`src/rtl/framer_pkg.sv`:
```
package framer_pkg;

  // Frame setup as seen at the pins
  typedef struct packed {
    logic parityOn;
    logic parityOdd;
    logic twoStop;
  } frameCfg_t;

  // What the transmit line register should drive next
  typedef enum logic [1:0] {
    LINE_MARK   = 2'd0,
    LINE_SPACE  = 2'd1,
    LINE_DATA   = 2'd2,
    LINE_PARITY = 2'd3
  } lineSel_t;

  // Control to datapath strobes
  typedef struct packed {
    logic     txLoad;
    logic     txShift;
    lineSel_t txLineSel;
    logic     rxStart;
    logic     rxShift;
    logic     rxParity;
    logic     rxDone;
  } strobes_t;

endpackage

```
`src/rtl/framer_ctrl.sv`:
```
module framer_ctrl
  import framer_pkg::*;
#(
  parameter int DATA_W = 8,
  parameter int OSR    = 16
) (
  input  logic     clk,
  input  logic     rstN,
  input  logic     tickEn,
  input  logic     txValid,
  input  logic     rxBit,
  input  logic     txParityOn,
  input  logic     txTwoStop,
  input  logic     rxParityOn,
  output logic     txReady,
  output strobes_t strobes
);

  localparam int TICK_W = $clog2(OSR);
  localparam int BIT_W  = (DATA_W > 1) ? $clog2(DATA_W) : 1;
  localparam logic [TICK_W-1:0] TICK_LAST = TICK_W'(OSR - 1);
  localparam logic [TICK_W-1:0] TICK_MID  = TICK_W'(OSR / 2 - 1);
  localparam logic [BIT_W-1:0]  BIT_LAST  = BIT_W'(DATA_W - 1);

  typedef enum logic [2:0] {
    TX_IDLE, TX_START, TX_DATA, TX_PARITY, TX_STOP1, TX_STOP2
  } txState_t;

  typedef enum logic [2:0] {
    RX_IDLE, RX_START, RX_DATA, RX_PARITY, RX_STOP
  } rxState_t;

  txState_t          txState;
  logic [TICK_W-1:0] txCnt;
  logic [BIT_W-1:0]  txIdx;
  logic              txBitEnd;

  rxState_t          rxState;
  logic [TICK_W-1:0] rxCnt;
  logic [BIT_W-1:0]  rxIdx;
  logic              rxArmed;
  logic              rxSample;

  // ---------------- transmit sequencing ----------------
  always_comb begin
    txReady  = (txState == TX_IDLE);
    txBitEnd = tickEn && (txCnt == TICK_LAST);
  end

  always_ff @(posedge clk) begin
    if (!rstN) begin
      txState <= TX_IDLE;
      txCnt   <= '0;
      txIdx   <= '0;
    end else if (txState == TX_IDLE) begin
      if (txValid) begin
        txState <= TX_START;
        txCnt   <= '0;
        txIdx   <= '0;
      end
    end else if (tickEn) begin
      if (txCnt == TICK_LAST) begin
        txCnt <= '0;
        case (txState)
          TX_START:  txState <= TX_DATA;
          TX_DATA: begin
            if (txIdx == BIT_LAST) txState <= txParityOn ? TX_PARITY : TX_STOP1;
            else                   txIdx   <= txIdx + 1'b1;
          end
          TX_PARITY: txState <= TX_STOP1;
          TX_STOP1:  txState <= txTwoStop ? TX_STOP2 : TX_IDLE;
          default:   txState <= TX_IDLE;
        endcase
      end else begin
        txCnt <= txCnt + 1'b1;
      end
    end
  end

  // ---------------- receive sequencing ----------------
  always_comb begin
    if (rxState == RX_START) rxSample = tickEn && (rxCnt == TICK_MID);
    else                     rxSample = tickEn && (rxCnt == TICK_LAST);
  end

  always_ff @(posedge clk) begin
    if (!rstN) begin
      rxState <= RX_IDLE;
      rxCnt   <= '0;
      rxIdx   <= '0;
      rxArmed <= 1'b0;
    end else if (rxState == RX_IDLE) begin
      if (rxBit) begin
        rxArmed <= 1'b1;
      end else if (tickEn && rxArmed) begin
        rxState <= RX_START;
        rxCnt   <= '0;
        rxIdx   <= '0;
        rxArmed <= 1'b0;
      end
    end else if (tickEn) begin
      if (rxSample) begin
        rxCnt <= '0;
        case (rxState)
          RX_START: rxState <= rxBit ? RX_IDLE : RX_DATA;
          RX_DATA: begin
            if (rxIdx == BIT_LAST) rxState <= rxParityOn ? RX_PARITY : RX_STOP;
            else                   rxIdx   <= rxIdx + 1'b1;
          end
          RX_PARITY: rxState <= RX_STOP;
          default: begin
            // only the first stop bit is looked at; idle right after it
            rxState <= RX_IDLE;
            rxArmed <= rxBit;
          end
        endcase
      end else begin
        rxCnt <= rxCnt + 1'b1;
      end
    end
  end

  // ---------------- strobes ----------------
  always_comb begin
    strobes         = '0;
    strobes.txLoad  = txReady && txValid;
    strobes.txShift = (txState == TX_DATA) && txBitEnd;
    case (txState)
      TX_START:  strobes.txLineSel = LINE_SPACE;
      TX_DATA:   strobes.txLineSel = LINE_DATA;
      TX_PARITY: strobes.txLineSel = LINE_PARITY;
      default:   strobes.txLineSel = LINE_MARK;
    endcase
    strobes.rxStart  = (rxState == RX_IDLE) && tickEn && rxArmed && !rxBit;
    strobes.rxShift  = (rxState == RX_DATA) && rxSample;
    strobes.rxParity = (rxState == RX_PARITY) && rxSample;
    strobes.rxDone   = (rxState == RX_STOP) && rxSample;
  end

endmodule

```
`src/rtl/framer_dpath.sv`:
```
module framer_dpath
  import framer_pkg::*;
#(
  parameter int DATA_W      = 8,
  parameter int SYNC_STAGES = 2
) (
  input  logic              clk,
  input  logic              rstN,
  input  strobes_t          strobes,
  input  frameCfg_t         cfgIn,
  input  logic [DATA_W-1:0] txData,
  input  logic              rxLine,
  output logic              txLine,
  output logic              rxBit,
  output logic              txParityOn,
  output logic              txTwoStop,
  output logic              rxParityOn,
  output logic [DATA_W-1:0] rxData,
  output logic              rxValid,
  output logic              rxParityErr,
  output logic              rxFrameErr
);

  logic [DATA_W-1:0] txShiftReg;
  logic              txParBit;
  logic [DATA_W-1:0] rxShiftReg;
  logic              rxParBit;
  logic              rxParityOdd;

  // ---------------- input synchroniser ----------------
  generate
    if (SYNC_STAGES > 1) begin : g_syncChain
      logic [SYNC_STAGES-1:0] syncReg;
      always_ff @(posedge clk) begin
        if (!rstN) syncReg <= '1;
        else       syncReg <= {syncReg[SYNC_STAGES-2:0], rxLine};
      end
      assign rxBit = syncReg[SYNC_STAGES-1];
    end else begin : g_syncSingle
      logic syncReg;
      always_ff @(posedge clk) begin
        if (!rstN) syncReg <= 1'b1;
        else       syncReg <= rxLine;
      end
      assign rxBit = syncReg;
    end
  endgenerate

  // ---------------- transmit datapath ----------------
  always_ff @(posedge clk) begin
    if (!rstN) begin
      txShiftReg <= '0;
      txParBit   <= 1'b0;
      txParityOn <= 1'b0;
      txTwoStop  <= 1'b0;
    end else if (strobes.txLoad) begin
      txShiftReg <= txData;
      txParBit   <= (^txData) ^ cfgIn.parityOdd;
      txParityOn <= cfgIn.parityOn;
      txTwoStop  <= cfgIn.twoStop;
    end else if (strobes.txShift) begin
      txShiftReg <= {1'b0, txShiftReg[DATA_W-1:1]};
    end
  end

  always_ff @(posedge clk) begin
    if (!rstN) begin
      txLine <= 1'b1;
    end else begin
      case (strobes.txLineSel)
        LINE_SPACE:  txLine <= 1'b0;
        LINE_DATA:   txLine <= txShiftReg[0];
        LINE_PARITY: txLine <= txParBit;
        default:     txLine <= 1'b1;
      endcase
    end
  end

  // ---------------- receive datapath ----------------
  always_ff @(posedge clk) begin
    if (!rstN) begin
      rxShiftReg  <= '0;
      rxParBit    <= 1'b0;
      rxParityOn  <= 1'b0;
      rxParityOdd <= 1'b0;
    end else begin
      if (strobes.rxStart) begin
        rxParityOn  <= cfgIn.parityOn;
        rxParityOdd <= cfgIn.parityOdd;
      end
      if (strobes.rxShift)  rxShiftReg <= {rxBit, rxShiftReg[DATA_W-1:1]};
      if (strobes.rxParity) rxParBit   <= rxBit;
    end
  end

  always_ff @(posedge clk) begin
    if (!rstN) begin
      rxData      <= '0;
      rxValid     <= 1'b0;
      rxParityErr <= 1'b0;
      rxFrameErr  <= 1'b0;
    end else if (strobes.rxDone) begin
      rxData      <= rxShiftReg;
      rxValid     <= 1'b1;
      rxParityErr <= rxParityOn & ((^rxShiftReg) ^ rxParBit ^ rxParityOdd);
      rxFrameErr  <= ~rxBit;
    end else begin
      rxValid     <= 1'b0;
      rxParityErr <= 1'b0;
      rxFrameErr  <= 1'b0;
    end
  end

endmodule

```
`src/rtl/serial_framer.sv`:
```
module serial_framer
  import framer_pkg::*;
#(
  parameter int DATA_W      = 8,
  parameter int OSR         = 16,
  parameter int SYNC_STAGES = 2
) (
  input  logic              clk,
  input  logic              rstN,
  input  logic              tickEn,
  input  logic              cfgParityOn,
  input  logic              cfgParityOdd,
  input  logic              cfgTwoStop,
  input  logic [DATA_W-1:0] txData,
  input  logic              txValid,
  output logic              txReady,
  output logic              txLine,
  input  logic              rxLine,
  output logic [DATA_W-1:0] rxData,
  output logic              rxValid,
  output logic              rxParityErr,
  output logic              rxFrameErr
);

  frameCfg_t cfgIn;
  strobes_t  strobes;
  logic      rxBit;
  logic      txParityOn;
  logic      txTwoStop;
  logic      rxParityOn;

  assign cfgIn = '{parityOn: cfgParityOn, parityOdd: cfgParityOdd, twoStop: cfgTwoStop};

  framer_ctrl #(.DATA_W(DATA_W), .OSR(OSR)) i_ctrl (
    .clk        (clk),
    .rstN       (rstN),
    .tickEn     (tickEn),
    .txValid    (txValid),
    .rxBit      (rxBit),
    .txParityOn (txParityOn),
    .txTwoStop  (txTwoStop),
    .rxParityOn (rxParityOn),
    .txReady    (txReady),
    .strobes    (strobes)
  );

  framer_dpath #(.DATA_W(DATA_W), .SYNC_STAGES(SYNC_STAGES)) i_dpath (
    .clk         (clk),
    .rstN        (rstN),
    .strobes     (strobes),
    .cfgIn       (cfgIn),
    .txData      (txData),
    .rxLine      (rxLine),
    .txLine      (txLine),
    .rxBit       (rxBit),
    .txParityOn  (txParityOn),
    .txTwoStop   (txTwoStop),
    .rxParityOn  (rxParityOn),
    .rxData      (rxData),
    .rxValid     (rxValid),
    .rxParityErr (rxParityErr),
    .rxFrameErr  (rxFrameErr)
  );

endmodule

```
`config.mk`:
```
export PLATFORM = sky130hd
export DESIGN_NAME = serial_framer
export DESIGN_NICKNAME = d
export VERILOG_FILES = /design/src/rtl/framer_pkg.sv /design/src/rtl/framer_ctrl.sv /design/src/rtl/framer_dpath.sv /design/src/rtl/serial_framer.sv
export SDC_FILE = /design/constraint.sdc
export NUM_CORES = 1
export LEC_CHECK = 0
export ABC_AREA = 1
export ABC_CLOCK_PERIOD_IN_PS = 2100
export BUFFER_PORTS_ARGS = -buffer_cell sky130_fd_sc_hd__buf_4
export CORE_MARGIN = 1
export CORE_UTILIZATION = 50
export DETAILED_ROUTE_END_ITERATION = 16
export GPL_ROUTABILITY_DRIVEN = 0
export PLACE_DENSITY = 0.7
export REMOVE_ABC_BUFFERS = 1
export SLEW_MARGIN = 20
export SYNTH_ARGS = -nofsm -noshare
export SYNTH_HDL_FRONTEND = slang
export SYNTH_SLANG_ARGS = --single-unit
```
`constraint.sdc`:
```
create_clock -name clk -period 2.1 [get_ports clk]
set_input_delay 0.42 -clock clk [delete_from_list [all_inputs] [get_ports clk]]
set_output_delay 0.42 -clock clk [all_outputs]
set_load 0.01 [all_outputs]
```
# Word level (Yosys, flattened, before mapping)
# Index checks and enable logic that the tools add are counted.
[word_totals]
register_bits = 57
in_bits = 16
output_inout_bits = 13
wordCells = 139
[op_classes]
n_addsub = 4
n_eq_ne = 25
mux = 51
n_bitwise = 5
reduce_logical = 33
[op_table]
columns = ["cell", "count"]
rows = [
  ["$mux W3", 27],
  ["$mux W4", 9],
  ["$mux W8", 2],
  ["$reduce_xor A8 Y1", 2],
  ["$reduce_bool A2 Y1", 7],
  ["$eq A3 B2 Y1 const B", 4],
  ["$eq A3 B3 Y1 const B", 4],
  ["$logic_and A1 B1 Y1", 12],
  ["$pmux W3 S4", 1],
  ["$reduce_and A5 Y1", 2],
  ["$pmux W3 S3", 1],
  ["$add A4 B1 Y4 const B", 2],
  ["$eq A4 B4 Y1 const B", 2],
  ["$mux W1", 8],
  ["$reduce_and A4 Y1", 2],
  ["$add A3 B1 Y3 const B", 2],
  ["$eq A3 B1 Y1 const B", 2],
  ["$logic_not A3 Y1", 2],
  ["$ne A2 B1 Y1 const B", 3],
  ["$ne A2 B2 Y1 const B", 3],
  ["$ne A3 B1 Y1 const B", 2],
  ["$pmux W2 S3", 1],
  ["$reduce_and A6 Y1", 1],
  ["$eq A2 B2 Y1 const B", 2],
  ["other kinds (12)", 15],
]

# Longest topological paths before layout
# Gate-level depths: netlist of the first run.
[logic_depth]
ltp_word = 6
depth_mapped = 10

# Modules after synthesis
# Synthesis of the first run repeated with hierarchy kept, for this count alone.
[unflattened]
hier_cells = 403
area_unflattened_um2 = 2865.2
[by_module_without_submodules]
columns = ["module", "n_inst", "cells_each", "area_per_inst_um2"]
rows = [
  ["framer_dpath", 1, 209, 1540.2],
  ["framer_ctrl", 1, 194, 1325.0],
]

# Least setup slack after synthesis of the first run
# Ideal clock, no wire load.
[synth_timing]
kind = "reg2reg"
from = "reg i_ctrl.rxCnt[0]"
to = "reg i_dpath.rxShiftReg[0]"
t_arrival_ns = 1.277
required_time_ns = 1.968
path_slack_ns = 0.691
stages_incl_launch_ff = 9
path_buffers = 1
synth_period_minus_slack_ns = 1.409
cell_sequence = "dfxtp_1 ha_1 and3_1 nand2_1 nor2_2 buf_6 nand2_1 nand2_1 a21oi_1"
[synth_via]
elab_chain_cells = 4
[synth_rtl]
columns = ["item", "line_no", "source"]
rows = [
  ["start: declaration", "framer_ctrl.sv:39", "logic [TICK_W-1:0] rxCnt;"],
  ["start signal: assignment", "framer_ctrl.sv:118", "rxCnt <= rxCnt + 1'b1;"],
  ["$eq A4 B4 Y1 / $eq A4 B3 Y1 (equally long branches)", "framer_ctrl.sv:83, framer_ctrl.sv:82", ""],
  ["$logic_and A1 B1 Y1 (on tied branches)", "framer_ctrl.sv:83, framer_ctrl.sv:82", ""],
  ["$mux W1 *", "framer_ctrl.sv:82", "if (rxState == RX_START) rxSample = tickEn && (rxCnt == TICK_MID);"],
  ["$logic_and A1 B1 Y1 *", "framer_ctrl.sv:135", "strobes.rxShift = (rxState == RX_DATA) && rxSample;"],
  ["end signal: assignment", "framer_dpath.sv:91", "if (strobes.rxShift) rxShiftReg <= {rxBit, rxShiftReg[DATA_W-1:1]};"],
  ["end: declaration", "framer_dpath.sv:26", "logic [DATA_W-1:0] rxShiftReg;"],
]
# Every way passes the cells marked *; elsewhere a longest branch is shown, timed or not.
# A chain may end at the register's enable or synchronous reset.

# Worst setup path in the final report of the first run
[layout_timing]
from = "reg i_ctrl.txState[0]"
to = "reg i_dpath.txShiftReg[3]"
[layout_via]
elab_chain_cells = 3
[layout_rtl]
columns = ["item", "line_no", "source"]
rows = [
  ["start: declaration", "framer_ctrl.sv:33", "txState_t txState;"],
  ["start signal: assignment", "framer_ctrl.sv:67", "if (txIdx == BIT_LAST) txState <= txParityOn ? TX_PARITY : TX_STOP1;"],
  ["start signal: assignment", "framer_ctrl.sv:71", "TX_STOP1: txState <= txTwoStop ? TX_STOP2 : TX_IDLE;"],
  ["$eq A3 B2 Y1 / $logic_not A3 Y1 (equally long branches)", "framer_ctrl.sv:127, framer_ctrl.sv:46", ""],
  ["$logic_and A1 B1 Y1 (on tied branches)", "framer_ctrl.sv:127, framer_ctrl.sv:126", ""],
  ["$reduce_bool A2 Y1 (no line) / $mux W8 (equally long branches)", "n/a", ""],
  ["end signal: assignment", "framer_dpath.sv:57", "txShiftReg <= txData;"],
  ["end signal: assignment", "framer_dpath.sv:62", "txShiftReg <= {1'b0, txShiftReg[DATA_W-1:1]};"],
  ["end: declaration", "framer_dpath.sv:24", "logic [DATA_W-1:0] txShiftReg;"],
]
# Parallel ways exist; a longest one is shown, timed or not.

==> impl_metrics.tcl, run 1 <==
set metrics [dict create \
    p_per_area_mw_per_mm2 1050 \
    worst_setup_path_start_kind "register" \
    ys_ff_latch 57 \
    postSynthAreaPerCell_um2 7.25 \
    clock-skew-final_ns 0.0113 \
    p_total_w 0.00344 \
    synthesis.area_mm2 0.00278 \
    cellInternalPower_w 0.00231 \
    slew_headroom 0.740 \
    cpMostUsedCell "sky130_fd_sc_hd__nand2_1" \
    timing.setup.critical_path_class "reg2reg" \
    report.final.slew_viol_count 0 \
    critical-path-max-stage-delay_ns 0.44 \
    num_io_pins 29 \
    power.sequential.fraction 0.391 \
    post_synth_inst_count 383 \
    clock_tree.htree_level_count 3 \
    layoutNonFillerInstCount 490 \
    design.die.area_mm2 0.00586 \
    core_area_mm2 0.00524 \
    placed_cells_incl_taps 475 \
    numClockSinks 57 \
    grt_antenna_before_repair 0 \
    clk_root_buffer_cell "sky130_fd_sc_hd__clkbuf_8" \
    crit_fanout 15 \
    cts_repair_resize_count 0 \
    finalWirelength_um 5790 \
    areaGrowthSynthToFinish_pct 17.8 \
    route.detailed.drc 0 \
    grt_start_max_net_pins 28 \
    cap_violations 0 \
    irDropWorstVdd_v 0.000942 \
    place.port_buffers 28 \
    clkSlewWorstSetupHoldPaths_ns 0.07 \
    cts_hold_repair.buffers 0 \
    num_vias 2529 \
    fin_crit_ns 1.76 \
    post_synth_num_cell_types 35 \
    dieHeight_um 76.5 \
    post_cts_buffers 0 \
    comb_power_share 0.265 \
    grt_overflow_total 0 \
    net_switching_w 0.00113 \
    final_layout_size_suffix_gt1_frac 0.169 \
    synth.yosys.warnings 0 \
    grt.total_usage 0.215 \
    post-route-period-util 0.840 \
    swShare 0.328 \
    antenna-diode-count 0 \
    post_drt_via_cell_ratio 5.16 \
    source_to_sink_clock_delay_at_the_later_pin_of_the_worst_skew_pair_ns 0.34 \
    rsz0062_at_grt "no" \
    grt_first_pass_wirelength_um 10100 \
    cp-end-kind "register" \
    chipWidth_um 76.5 \
    detailed_place_hpwl_um 3960 \
    fill_cells 463 \
    drtAntennaViolNets 0 \
    timing.critical_path.required_ns 2.37 \
    worstMarginPinSlew_ns 0.389 \
    finalNetCount 438 \
    fp-row-count 26 \
    clockPowerShare 0.344 \
    final-hold-violation-count 0 \
    initial_core_util 0.530 \
    number_of_global_route_vias_before_repair 2347 \
    fmaxAchievable_ghz 0.567 \
    tns_ns 0 \
    worst_hold_slack_ns 0.267 \
    slowest_stage_cell_cp "sky130_fd_sc_hd__dfxtp_1" \
    crit_arrival_ns 2.03 \
    cts_tree "done" \
    post_detailed_route_wirelength_per_cell_um 11.8 \
    worstHoldPathType "in2reg" \
    first_pass_iters 4 \
    timing.critical_path.cells "nor2_4 -> nand2_4 -> inv_2 -> nand2_2 -> nand2_1 -> inv_1 -> nand2_1 -> a21oi_1" \
    synth_sequential_area_ratio 0.411 \
    setup_viol 0 \
    power.leakage_nw 1.44 \
    final_core_utilization 0.625 \
    status "finished, final reports clean" \
    clk_path_buf_depth 2 \
    cts_made_buffers 9 \
    dr.first_iter.drc_count 94 \
]
-- final timing paths --
check | depth (start not counted) | slack [ns] | startpoint | endpoint
worst max register to register | 8 | 0.34 | i_ctrl.txState[0]$_SDFFE_PN0P_ | i_dpath.txShiftReg[3]$_SDFFE_PN0P_
worst max-delay path | 8 | 0.34 | i_ctrl.txState[0]$_SDFFE_PN0P_ | i_dpath.txShiftReg[3]$_SDFFE_PN0P_
worst min register to register | 1 | 0.43 | i_dpath.g_syncChain.syncReg[0]$_SDFF_PN1_ | i_dpath.g_syncChain.syncReg[1]$_SDFF_PN1_
worst min-delay path | 2 | 0.27 | rxLine | i_dpath.g_syncChain.syncReg[0]$_SDFF_PN1_
-- metal layers --
metal	track usage	part of all wire
met3	0.0623	0.039
met2	0.379	0.48
met1	0.250	0.47
met4	0.0673	0.014
met5	0	0
-- flip-flops by register name (all words and copies together), names as in the netlist, 2 cells and up --
register / cells
i_ctrl.txIdx: 3
i_dpath.txShiftReg: 8
i_dpath.g_syncChain.syncReg: 2
i_ctrl.txCnt: 4
i_dpath.rxShiftReg: 8
i_ctrl.txState: 3
i_ctrl.rxIdx: 3
i_ctrl.rxCnt: 4
i_ctrl.rxState: 3
i_dpath.rxData: 8
-- cell usage after synthesis --
cell type                   instances  area, µm²
sky130_fd_sc_hd__inv_2              6       22.5
sky130_fd_sc_hd__nand3b_1           1       7.51
sky130_fd_sc_hd__nor3_1             2       10.0
sky130_fd_sc_hd__o22ai_1            1       6.26
sky130_fd_sc_hd__xor2_1             9       78.8
sky130_fd_sc_hd__clkinv_1           1       3.75
sky130_fd_sc_hd__nand4_1            7       43.8
sky130_fd_sc_hd__a21oi_1           36        180
sky130_fd_sc_hd__nand3_1           37        185
sky130_fd_sc_hd__nor2_1            27        101
sky130_fd_sc_hd__nand2_1          105        394
sky130_fd_sc_hd__a31oi_1            1       6.26
sky130_fd_sc_hd__nand2_2            4       25.0
sky130_fd_sc_hd__or2_2              2       12.5
sky130_fd_sc_hd__inv_1             27        101
sky130_fd_sc_hd__buf_6              1       11.3
sky130_fd_sc_hd__nand2_4            2       22.5
sky130_fd_sc_hd__dfxtp_1           57       1140
sky130_fd_sc_hd__nor2_4             2       22.5
sky130_fd_sc_hd__o21ai_1            8       40.0
sky130_fd_sc_hd__buf_4              1       7.51
sky130_fd_sc_hd__o211a_1            2       20.0
sky130_fd_sc_hd__buf_2              2       10.0
sky130_fd_sc_hd__xnor2_1            6       52.6
sky130_fd_sc_hd__clkbuf_1           5       18.8
sky130_fd_sc_hd__a211oi_1           1       7.51
sky130_fd_sc_hd__nand3_2            4       40.0
sky130_fd_sc_hd__and3_1             1       6.26
sky130_fd_sc_hd__o21a_1             1       7.51
sky130_fd_sc_hd__ha_1               6       75.1
sky130_fd_sc_hd__o21ai_0           10       50.1
sky130_fd_sc_hd__nor2_2             4       25.0
sky130_fd_sc_hd__o2111ai_1          2       17.5
sky130_fd_sc_hd__buf_8              1       15.0
sky130_fd_sc_hd__a21oi_2            1       8.76
-- worst max-delay path, delay by kind of cell, from the launching register on --
| family | cells | cell delay (ns) |
|---|---|---|
| buffers and inverters | 2 | 0.27 |
| and+or+nand+nor | 5 | 0.84 |
| DFF | 1 | 0.44 |
| AOI/OAI and AO/OA | 1 | 0.13 |
-- layout by cell type (no fill, tap or decap), drive strengths merged --
master	instances
xor2	9
o211a	2
nand4	7
nor3	2
nor2	33
nand3	41
xnor2	6
or2	2
o22ai	1
ha	6
nand3b	1
o21ai	18
o21a	1
clkbuf	13
a211oi	1
and3	1
inv	33
a31oi	1
buf	32
bufinv	2
clkinv	1
dfxtp	57
o2111ai	2
a21oi	37
nand2	111
-- kinds of logic (layout without fill, tap and decap cells) --
logic type | Yosys count | in the layout | synth area share
adders and majority gates | 6 | 6 | 0.0270
DFF | 57 | 57 | 0.411
xor gates and xnor gates | 15 | 15 | 0.0473
buffers and inverters | 44 | 81 | 0.0685
AOI/OAI and AO/OA | 63 | 63 | 0.124
and+or+nand+nor | 198 | 198 | 0.323
-- power groups by stage --
| stage | Sequential, W | Combinational (W) | Clock (W) |
|---|---|---|---|
| after floorplan | 0.00134 | 0.000691 | 0 |
| after global placement | 0.00136 | 0.000893 | 0 |
| after detailed placement | 0.00137 | 0.000905 | 0 |
| after CTS | 0.00134 | 0.000913 | 0.00120 |
| after global routing | 0.00136 | 0.00106 | 0.00125 |
| final | 0.00135 | 0.000912 | 0.00118 |
-- layout make-up --
type                    instances  area, µm²  share of cell area
multi-input cells             282       1450               0.442
well taps                      70       87.6              0.0268
inverters                      34        128              0.0390
flip-flops and latches         57       1140               0.349
clock inverters                 2       60.1              0.0184
repair buffers                 32        240              0.0734
clock buffers                  13        169              0.0516
-- metrics by stage --
stage,instance area (µm²),setup WS (ns)
floorplan,2720,0.294
global placement,3040,0.366
detailed placement,3040,0.333
CTS,3270,0.325
global route,3270,0.135
finish,3270,0.336
Note: power is estimated with default switching activity, not from simulation.
==> run 2, diff against run 1 <==
--- a/config.mk
+++ b/config.mk
@@ -5,14 +5,14 @@
 export SDC_FILE = /design/constraint.sdc
 export NUM_CORES = 1
 export LEC_CHECK = 0
-export ABC_AREA = 1
-export ABC_CLOCK_PERIOD_IN_PS = 2100
+export ABC_AREA = 0
+export ABC_CLOCK_PERIOD_IN_PS = 1590
 export BUFFER_PORTS_ARGS = -buffer_cell sky130_fd_sc_hd__buf_4
 export CORE_MARGIN = 1
 export CORE_UTILIZATION = 50
 export DETAILED_ROUTE_END_ITERATION = 16
 export GPL_ROUTABILITY_DRIVEN = 0
-export PLACE_DENSITY = 0.7
+export PLACE_DENSITY = 0.73
 export REMOVE_ABC_BUFFERS = 1
 export SLEW_MARGIN = 20
 export SYNTH_ARGS = -nofsm -noshare
==> constraint.sdc (replaced) <==
create_clock -name clk -period 1.59 [get_ports clk]
set_input_delay 0.318 -clock clk [delete_from_list [all_inputs] [get_ports clk]]
set_output_delay 0.318 -clock clk [all_outputs]
set_load 0.01 [all_outputs]
==> impl_metrics.tcl, run 2 <==
set metrics [dict create \
    status "complete, but fails checks" \
    failed_checks "negative setup slack" \
    synth_sequential_area_ratio 0.406 \
    synth.top_cells.by_area "sky130_fd_sc_hd__dfxtp_1, sky130_fd_sc_hd__nand2_1, sky130_fd_sc_hd__mux2i_1" \
    timing.setup.critical_path_class "reg2out" \
    timing.rr.start "i_ctrl.txState[1]$_SDFFE_PN0P_" \
    irDropWorstVdd_v 0.000686 \
    antenna-diode-count 0 \
    post-synth-top-count-cell "sky130_fd_sc_hd__dfxtp_1" \
    core_area_mm2 0.00527 \
    detailed_place_hpwl_um 3980 \
    synth_commonest_cells "sky130_fd_sc_hd__dfxtp_1, sky130_fd_sc_hd__nand2_1, sky130_fd_sc_hd__nor2b_1" \
    crit_arrival_ns 1.34 \
    dieHeight_um 77.0 \
    final-hold-violation-count 0 \
    numClockSinks 57 \
    end_of_the_worst_hold_path "i_dpath.g_syncChain.syncReg[0]$_SDFF_PN1_" \
    num_io_pins 29 \
    post_drt_via_cell_ratio 5.30 \
    layoutNonFillerInstCount 459 \
    grt_start_max_net_pins 31 \
    r2r_cells 5 \
    clk_root_buffer_cell "sky130_fd_sc_hd__clkbuf_8" \
    async_flop_share 0 \
    initial_core_util 0.533 \
    placed_cells_incl_taps 436 \
    synthesis.area_mm2 0.00281 \
    cts_made_buffers 9 \
    fp-row-count 26 \
    drtAntennaViolNets 0 \
    reg.largest.list "i_dpath.rxData: 8 flops, i_dpath.rxShiftReg: 8 flops, i_dpath.txShiftReg: 8 flops" \
    place.port_buffers 28 \
    final_core_utilization 0.722 \
    cts_tree "done" \
    finalWirelength_um 6290 \
    source_to_sink_clock_delay_at_the_later_pin_of_the_worst_skew_pair_ns 0.34 \
    postSynthAreaPerCell_um2 8.86 \
    mostFrequentLayoutCell "sky130_fd_sc_hd__buf_4" \
    timing.critical_path.required_ns 1.27 \
    post_synth_num_cell_types 48 \
    grt.total_usage 0.218 \
    yosys_most_used_dff "sky130_fd_sc_hd__dfxtp_1" \
    layout_setup_ws_ns -0.0696 \
    place_ws_ns -0.176 \
    fin_crit_ns 1.66 \
    critical_path.startpoint "i_ctrl.txState[1]$_SDFFE_PN0P_" \
    slew_headroom 0.771 \
    fmaxAchievable_ghz 0.603 \
    power.leakage_nw 1.60 \
    post_synth_inst_count 317 \
    hold_path_stages 2 \
    rsz0062_at_grt "yes" \
    synth.yosys.warnings 0 \
    synth_top_area_frac 0.406 \
    num_vias 2431 \
    clk_path_buf_depth 2 \
    cap_violations 0 \
    first_pass_iters 4 \
    design.die.area_mm2 0.00592 \
    clkSlewWorstSetupHoldPaths_ns 0.06 \
    grt_antenna_before_repair 0 \
    p_per_area_mw_per_mm2 1120 \
    worstHoldPathType "in2reg" \
    netlist.top_cell.by_area "sky130_fd_sc_hd__dfxtp_1" \
    worst_setup_path_start_kind "register" \
    report.final.slew_viol_count 0 \
    worst_r2r_endpoint "i_ctrl.txState[1]$_SDFFE_PN0P_" \
    worstMarginPinSlew_ns 0.343 \
    crit_fanout 3 \
    grt_first_pass_wirelength_um 10100 \
    hold_startpoint "rxLine" \
    fill_cells 415 \
    multi_input_comb_area_mm2 0.00172 \
    post_detailed_route_wirelength_per_cell_um 13.7 \
    layout.cells.most_common_list "sky130_fd_sc_hd__buf_4, sky130_fd_sc_hd__nand2_1, sky130_fd_sc_hd__dfxtp_1" \
    dr.first_iter.drc_count 110 \
    regArea_mm2 0.00115 \
    number_of_global_route_vias_before_repair 2293 \
    ys_ff_latch 57 \
    cp-end-kind "output pin" \
    post-route-period-util 1.04 \
    clock-skew-final_ns 0.00566 \
    setup.reg_to_reg.worst_slack_ns -0.03 \
    route.detailed.drc 0 \
    setup_viol 5 \
    chipWidth_um 77.0 \
    clock_tree.htree_level_count 3 \
    synth_enable_flop_cells 0 \
    finalNetCount 407 \
    grt_overflow_total 0 \
    final_layout_size_suffix_gt1_frac 0.357 \
    cts_hold_repair.buffers 0 \
    areaGrowthSynthToFinish_pct 35.4 \
]
## run 2: cell count changes in the layout (fill, tap and decap cells not counted), moves of 16 or more
cell                      change
sky130_fd_sc_hd__a21oi_1     -31
sky130_fd_sc_hd__nand2_1     -57
sky130_fd_sc_hd__inv_1       -18
sky130_fd_sc_hd__nand3_1     -21
sky130_fd_sc_hd__mux2i_1     +16
sky130_fd_sc_hd__nor2_1      -21
sky130_fd_sc_hd__buf_4       +39
sky130_fd_sc_hd__nor2b_1     +17
## run 2: cell families (layout without fill, tap and decap cells)
logic type | Yosys count | count (layout) | share of synthesized area
flops | 57 | 57 | 0.406
buf+inv | 30 | 102 | 0.0535
compound gates | 55 | 55 | 0.143
xor+xnor | 17 | 17 | 0.0530
fa+ha+maj | 6 | 6 | 0.0267
mux | 18 | 18 | 0.0659
simple gates | 134 | 134 | 0.252
## run 2: worst max-delay path by stage
stage / endpoint / slack (ns) / cells after the start
after detailed placement: i_dpath.rxData[1]$_SDFFE_PN0P_ / -0.18 / 6
after global placement: i_dpath.rxData[0]$_SDFFE_PN0P_ / -0.13 / 6
after floorplan: i_dpath.txShiftReg[6]$_SDFFE_PN0P_ / -0.35 / 5
after global routing: i_ctrl.txState[1]$_SDFFE_PN0P_ / -0.13 / 7
final: txReady / -0.07 / 4
after CTS: txReady / -0.07 / 4
## run 2: layout make-up
cell class	instances	share of cell area
clock buffers	12	0.0408
clock inverters	3	0.0105
inverters	10	0.0105
multi-input cells	230	0.452
flip-flops and latches	57	0.304
well taps	70	0.0230
repair buffers	77	0.159
## run 2: layer usage
metal | vias up | wire length [µm] | GRT usage
met5 | - | 0 | 0
met4 | 0 | 71 | 0.0788
met3 | 10 | 247 | 0.0786
met2 | 49 | 3310 | 0.377
met1 | 1146 | 2660 | 0.244
li1 | 1226 | - | -
## run 2: timing repair
action / CTS / global route
gates resized for setup: 29 / 32
buffers inserted: 3 / 5
pin swaps: 7 / 12
endpoints found under the setup margin: 23 / 40
## run 2: report_power, final
group / switching [W] / internal (W)
registers: 0.0000706 / 0.00155
clock network: 0.000559 / 0.000795
logic: 0.000641 / 0.000659
total: 0.00127 / 0.00301
## run 2: metrics by stage
| step | hold WS, ns | setup TNS, ns | total power, W | cell area, µm² |
|---|---|---|---|---|
| final | 0.174 | -0.128 | 0.00428 | 3800 |
| after global routing | 0.170 | -1.04 | 0.00451 | 3800 |
| after CTS | 0.163 | -0.152 | 0.00418 | 3620 |
| after detailed placement | 0.404 | -2.06 | 0.00272 | 3300 |
| after global placement | 0.393 | -1.58 | 0.00269 | 3300 |
| after floorplan | 0.386 | -4.99 | 0.00227 | 2700 |
## run 2: critical path, cell delays in order, from the launching register on
cell and delay, ns:
sky130_fd_sc_hd__dfxtp_2 0.32, sky130_fd_sc_hd__or3_4 0.41, sky130_fd_sc_hd__buf_6 0.14, sky130_fd_sc_hd__inv_4 0.05, sky130_fd_sc_hd__buf_6 0.09
==> run 3, diff against run 2 <==
--- a/config.mk
+++ b/config.mk
@@ -12,9 +12,10 @@
 export CORE_UTILIZATION = 50
 export DETAILED_ROUTE_END_ITERATION = 16
 export GPL_ROUTABILITY_DRIVEN = 0
-export PLACE_DENSITY = 0.73
+export PLACE_DENSITY = 0.81
 export REMOVE_ABC_BUFFERS = 1
 export SLEW_MARGIN = 20
 export SYNTH_ARGS = -nofsm -noshare
 export SYNTH_HDL_FRONTEND = slang
 export SYNTH_SLANG_ARGS = --single-unit
+export TNS_END_PERCENT = 5
==> impl_metrics.tcl, run 3 (synthesis gave the netlist of run 2 again) <==
set metrics [dict create \
    global_route.usage.met2 0.393 \
    number_of_global_route_vias_before_repair 2338 \
    layout.cell_area.non_filler_mm2 0.00366 \
    post_detailed_route_wirelength_per_cell_um 13.3 \
    post_drt_via_cell_ratio 5.34 \
    report.final.slew_viol_count 0 \
    first_pass_iters 4 \
    finalNetCount 401 \
    busiest_layer "met2" \
    fin_crit_ns 1.66 \
    final-hold-violation-count 0 \
    design.die.area_mm2 0.00592 \
    finalWirelength_um 6030 \
    gr-usage-met3 0.0714 \
    fmaxAchievable_ghz 0.603 \
    clockPowerShare 0.346 \
    clock-skew-final_ns 0.00709 \
    cellInternalPower_w 0.00305 \
    clk_root_buffer_cell "sky130_fd_sc_hd__clkbuf_8" \
    slew_headroom 0.735 \
    core_area_mm2 0.00527 \
    net_switching_w 0.00121 \
    rsz0062_at_grt "yes" \
    cts_tree "done" \
    drtAntennaViolNets 0 \
    power.sequential.fraction 0.380 \
    crit_fanout 5 \
    slowest_stage_cell_cp "sky130_fd_sc_hd__or4b_4" \
    fill_cells 405 \
    placement_cell_area_mm2 0.00329 \
    grt_overflow_total 0 \
    dr.first_iter.drc_count 127 \
    timing.critical_path.cells "ha_4 -> nand4_1 -> or4b_4 -> buf_6 -> mux2i_1 -> nor2b_1" \
    dieHeight_um 77.0 \
    timing.critical_path.required_ns 1.82 \
    antenna-diode-count 0 \
    comb_power_share 0.274 \
    critPathTopFamily "simple AND/OR/NAND/NOR gates" \
    cts_hold_repair.buffers 0 \
    worstHoldPathType "in2reg" \
    final_layout_size_suffix_gt1_frac 0.313 \
    cp-end-kind "register" \
    clkSlewWorstSetupHoldPaths_ns 0.06 \
    worstMarginPinSlew_ns 0.397 \
    p_total_w 0.00425 \
    failed_checks "negative setup slack" \
    place_ws_ns -0.295 \
    areaGrowthSynthToFinish_pct 30.2 \
    critical-path-max-stage-delay_ns 0.54 \
    detailed_place_hpwl_um 4060 \
    num_vias 2419 \
    chipWidth_um 77.0 \
    p_per_area_mw_per_mm2 1160 \
    grt_antenna_before_repair 0 \
    grt.total_usage 0.221 \
    final_core_utilization 0.694 \
    grt_start_max_net_pins 33 \
    clk_path_buf_depth 2 \
    groute.layer.met1.usage 0.241 \
    fp-row-count 26 \
    initial_core_util 0.533 \
    irDropWorstVdd_v 0.000985 \
    grt_first_pass_wirelength_um 10300 \
    worst_hold_slack_ns 0.159 \
    setup_viol 12 \
    num_io_pins 29 \
    swShare 0.284 \
    worst_setup_path_start_kind "register" \
    cap_violations 0 \
    worst-path-buf-inv 1 \
    reg.largest.list "i_dpath.rxData: 8 flops, i_dpath.rxShiftReg: 8 flops, i_dpath.txShiftReg: 8 flops" \
    power.leakage_nw 1.57 \
    status "complete, but fails checks" \
    source_to_sink_clock_delay_at_the_later_pin_of_the_worst_skew_pair_ns 0.34 \
    post-route-period-util 1.04 \
    clock_tree.htree_level_count 3 \
    mostFrequentLayoutCell "sky130_fd_sc_hd__buf_4" \
    layout_setup_ws_ns -0.0672 \
    crit_arrival_ns 1.88 \
    cts_made_buffers 9 \
    timing.setup.critical_path_class "reg2reg" \
    route.detailed.drc 0 \
    place.port_buffers 28 \
    layout.cells.most_common_list "sky130_fd_sc_hd__buf_4, sky130_fd_sc_hd__dfxtp_1, sky130_fd_sc_hd__nand2_1" \
    numClockSinks 57 \
]
-- run 3: changes by cell type in the layout (fill, tap and decap cells not counted), sizes merged --
cell	change
bufinv	+1
buf	-6
clkinv	-1
-- run 3: what timing repair did --
action / 4_1_cts / 5_1_grt
setup endpoints to repair: 25 / 32
cloned: 0 / 0
setup buffers: 3 / 0
resized for setup: 27 / 16
pin swaps: 7 / 6
-- run 3: stage by stage --
step	TNS, ns	instances
floorplan	-4.99	297
global placement	-1.93	435
detailed placement	-3.04	435
CTS	-0.375	453
global route	-1.57	453
finish	-0.319	453
-- run 3: metal layers --
| metal | vias up | part of all wire |
|---|---|---|
| li1 | 1214 | - |
| met2 | 52 | 0.52 |
| met4 | 0 | 0.017 |
| met3 | 14 | 0.048 |
| met5 | - | 0 |
| met1 | 1139 | 0.42 |
-- run 3: cell type report --
type,instances,area [µm²],area share
clock buffers,12,145,0.0397
multi-input cells,230,1620,0.443
flip-flops and latches,57,1150,0.314
inverters,10,40.0,0.0109
well taps,70,87.6,0.0239
repair buffers,71,548,0.150
clock inverters,3,65.1,0.0178
-- run 3: worst paths after layout --
| kind | startpoint | endpoint | slack, ns | depth (start not counted) |
|---|---|---|---|---|
| setup / recovery | i_ctrl.rxCnt[1]$_SDFFE_PN0P_ | i_dpath.rxData[0]$_SDFFE_PN0P_ | -0.07 | 6 |
| hold / removal | rxLine | i_dpath.g_syncChain.syncReg[0]$_SDFF_PN1_ | 0.16 | 2 |
| setup reg to reg | i_ctrl.rxCnt[1]$_SDFFE_PN0P_ | i_dpath.rxData[0]$_SDFFE_PN0P_ | -0.07 | 6 |
| hold reg to reg | i_dpath.g_syncChain.syncReg[0]$_SDFF_PN1_ | i_dpath.g_syncChain.syncReg[1]$_SDFF_PN1_ | 0.44 | 1 |
-- run 3: power by group through the flow --
stage	clock network, W	registers [W]	logic (W)
floorplan	0	0.00167	0.000597
global placement	0	0.00164	0.00103
detailed placement	0	0.00164	0.00106
CTS	0.00151	0.00162	0.00115
global route	0.00157	0.00163	0.00129
finish	0.00147	0.00162	0.00116
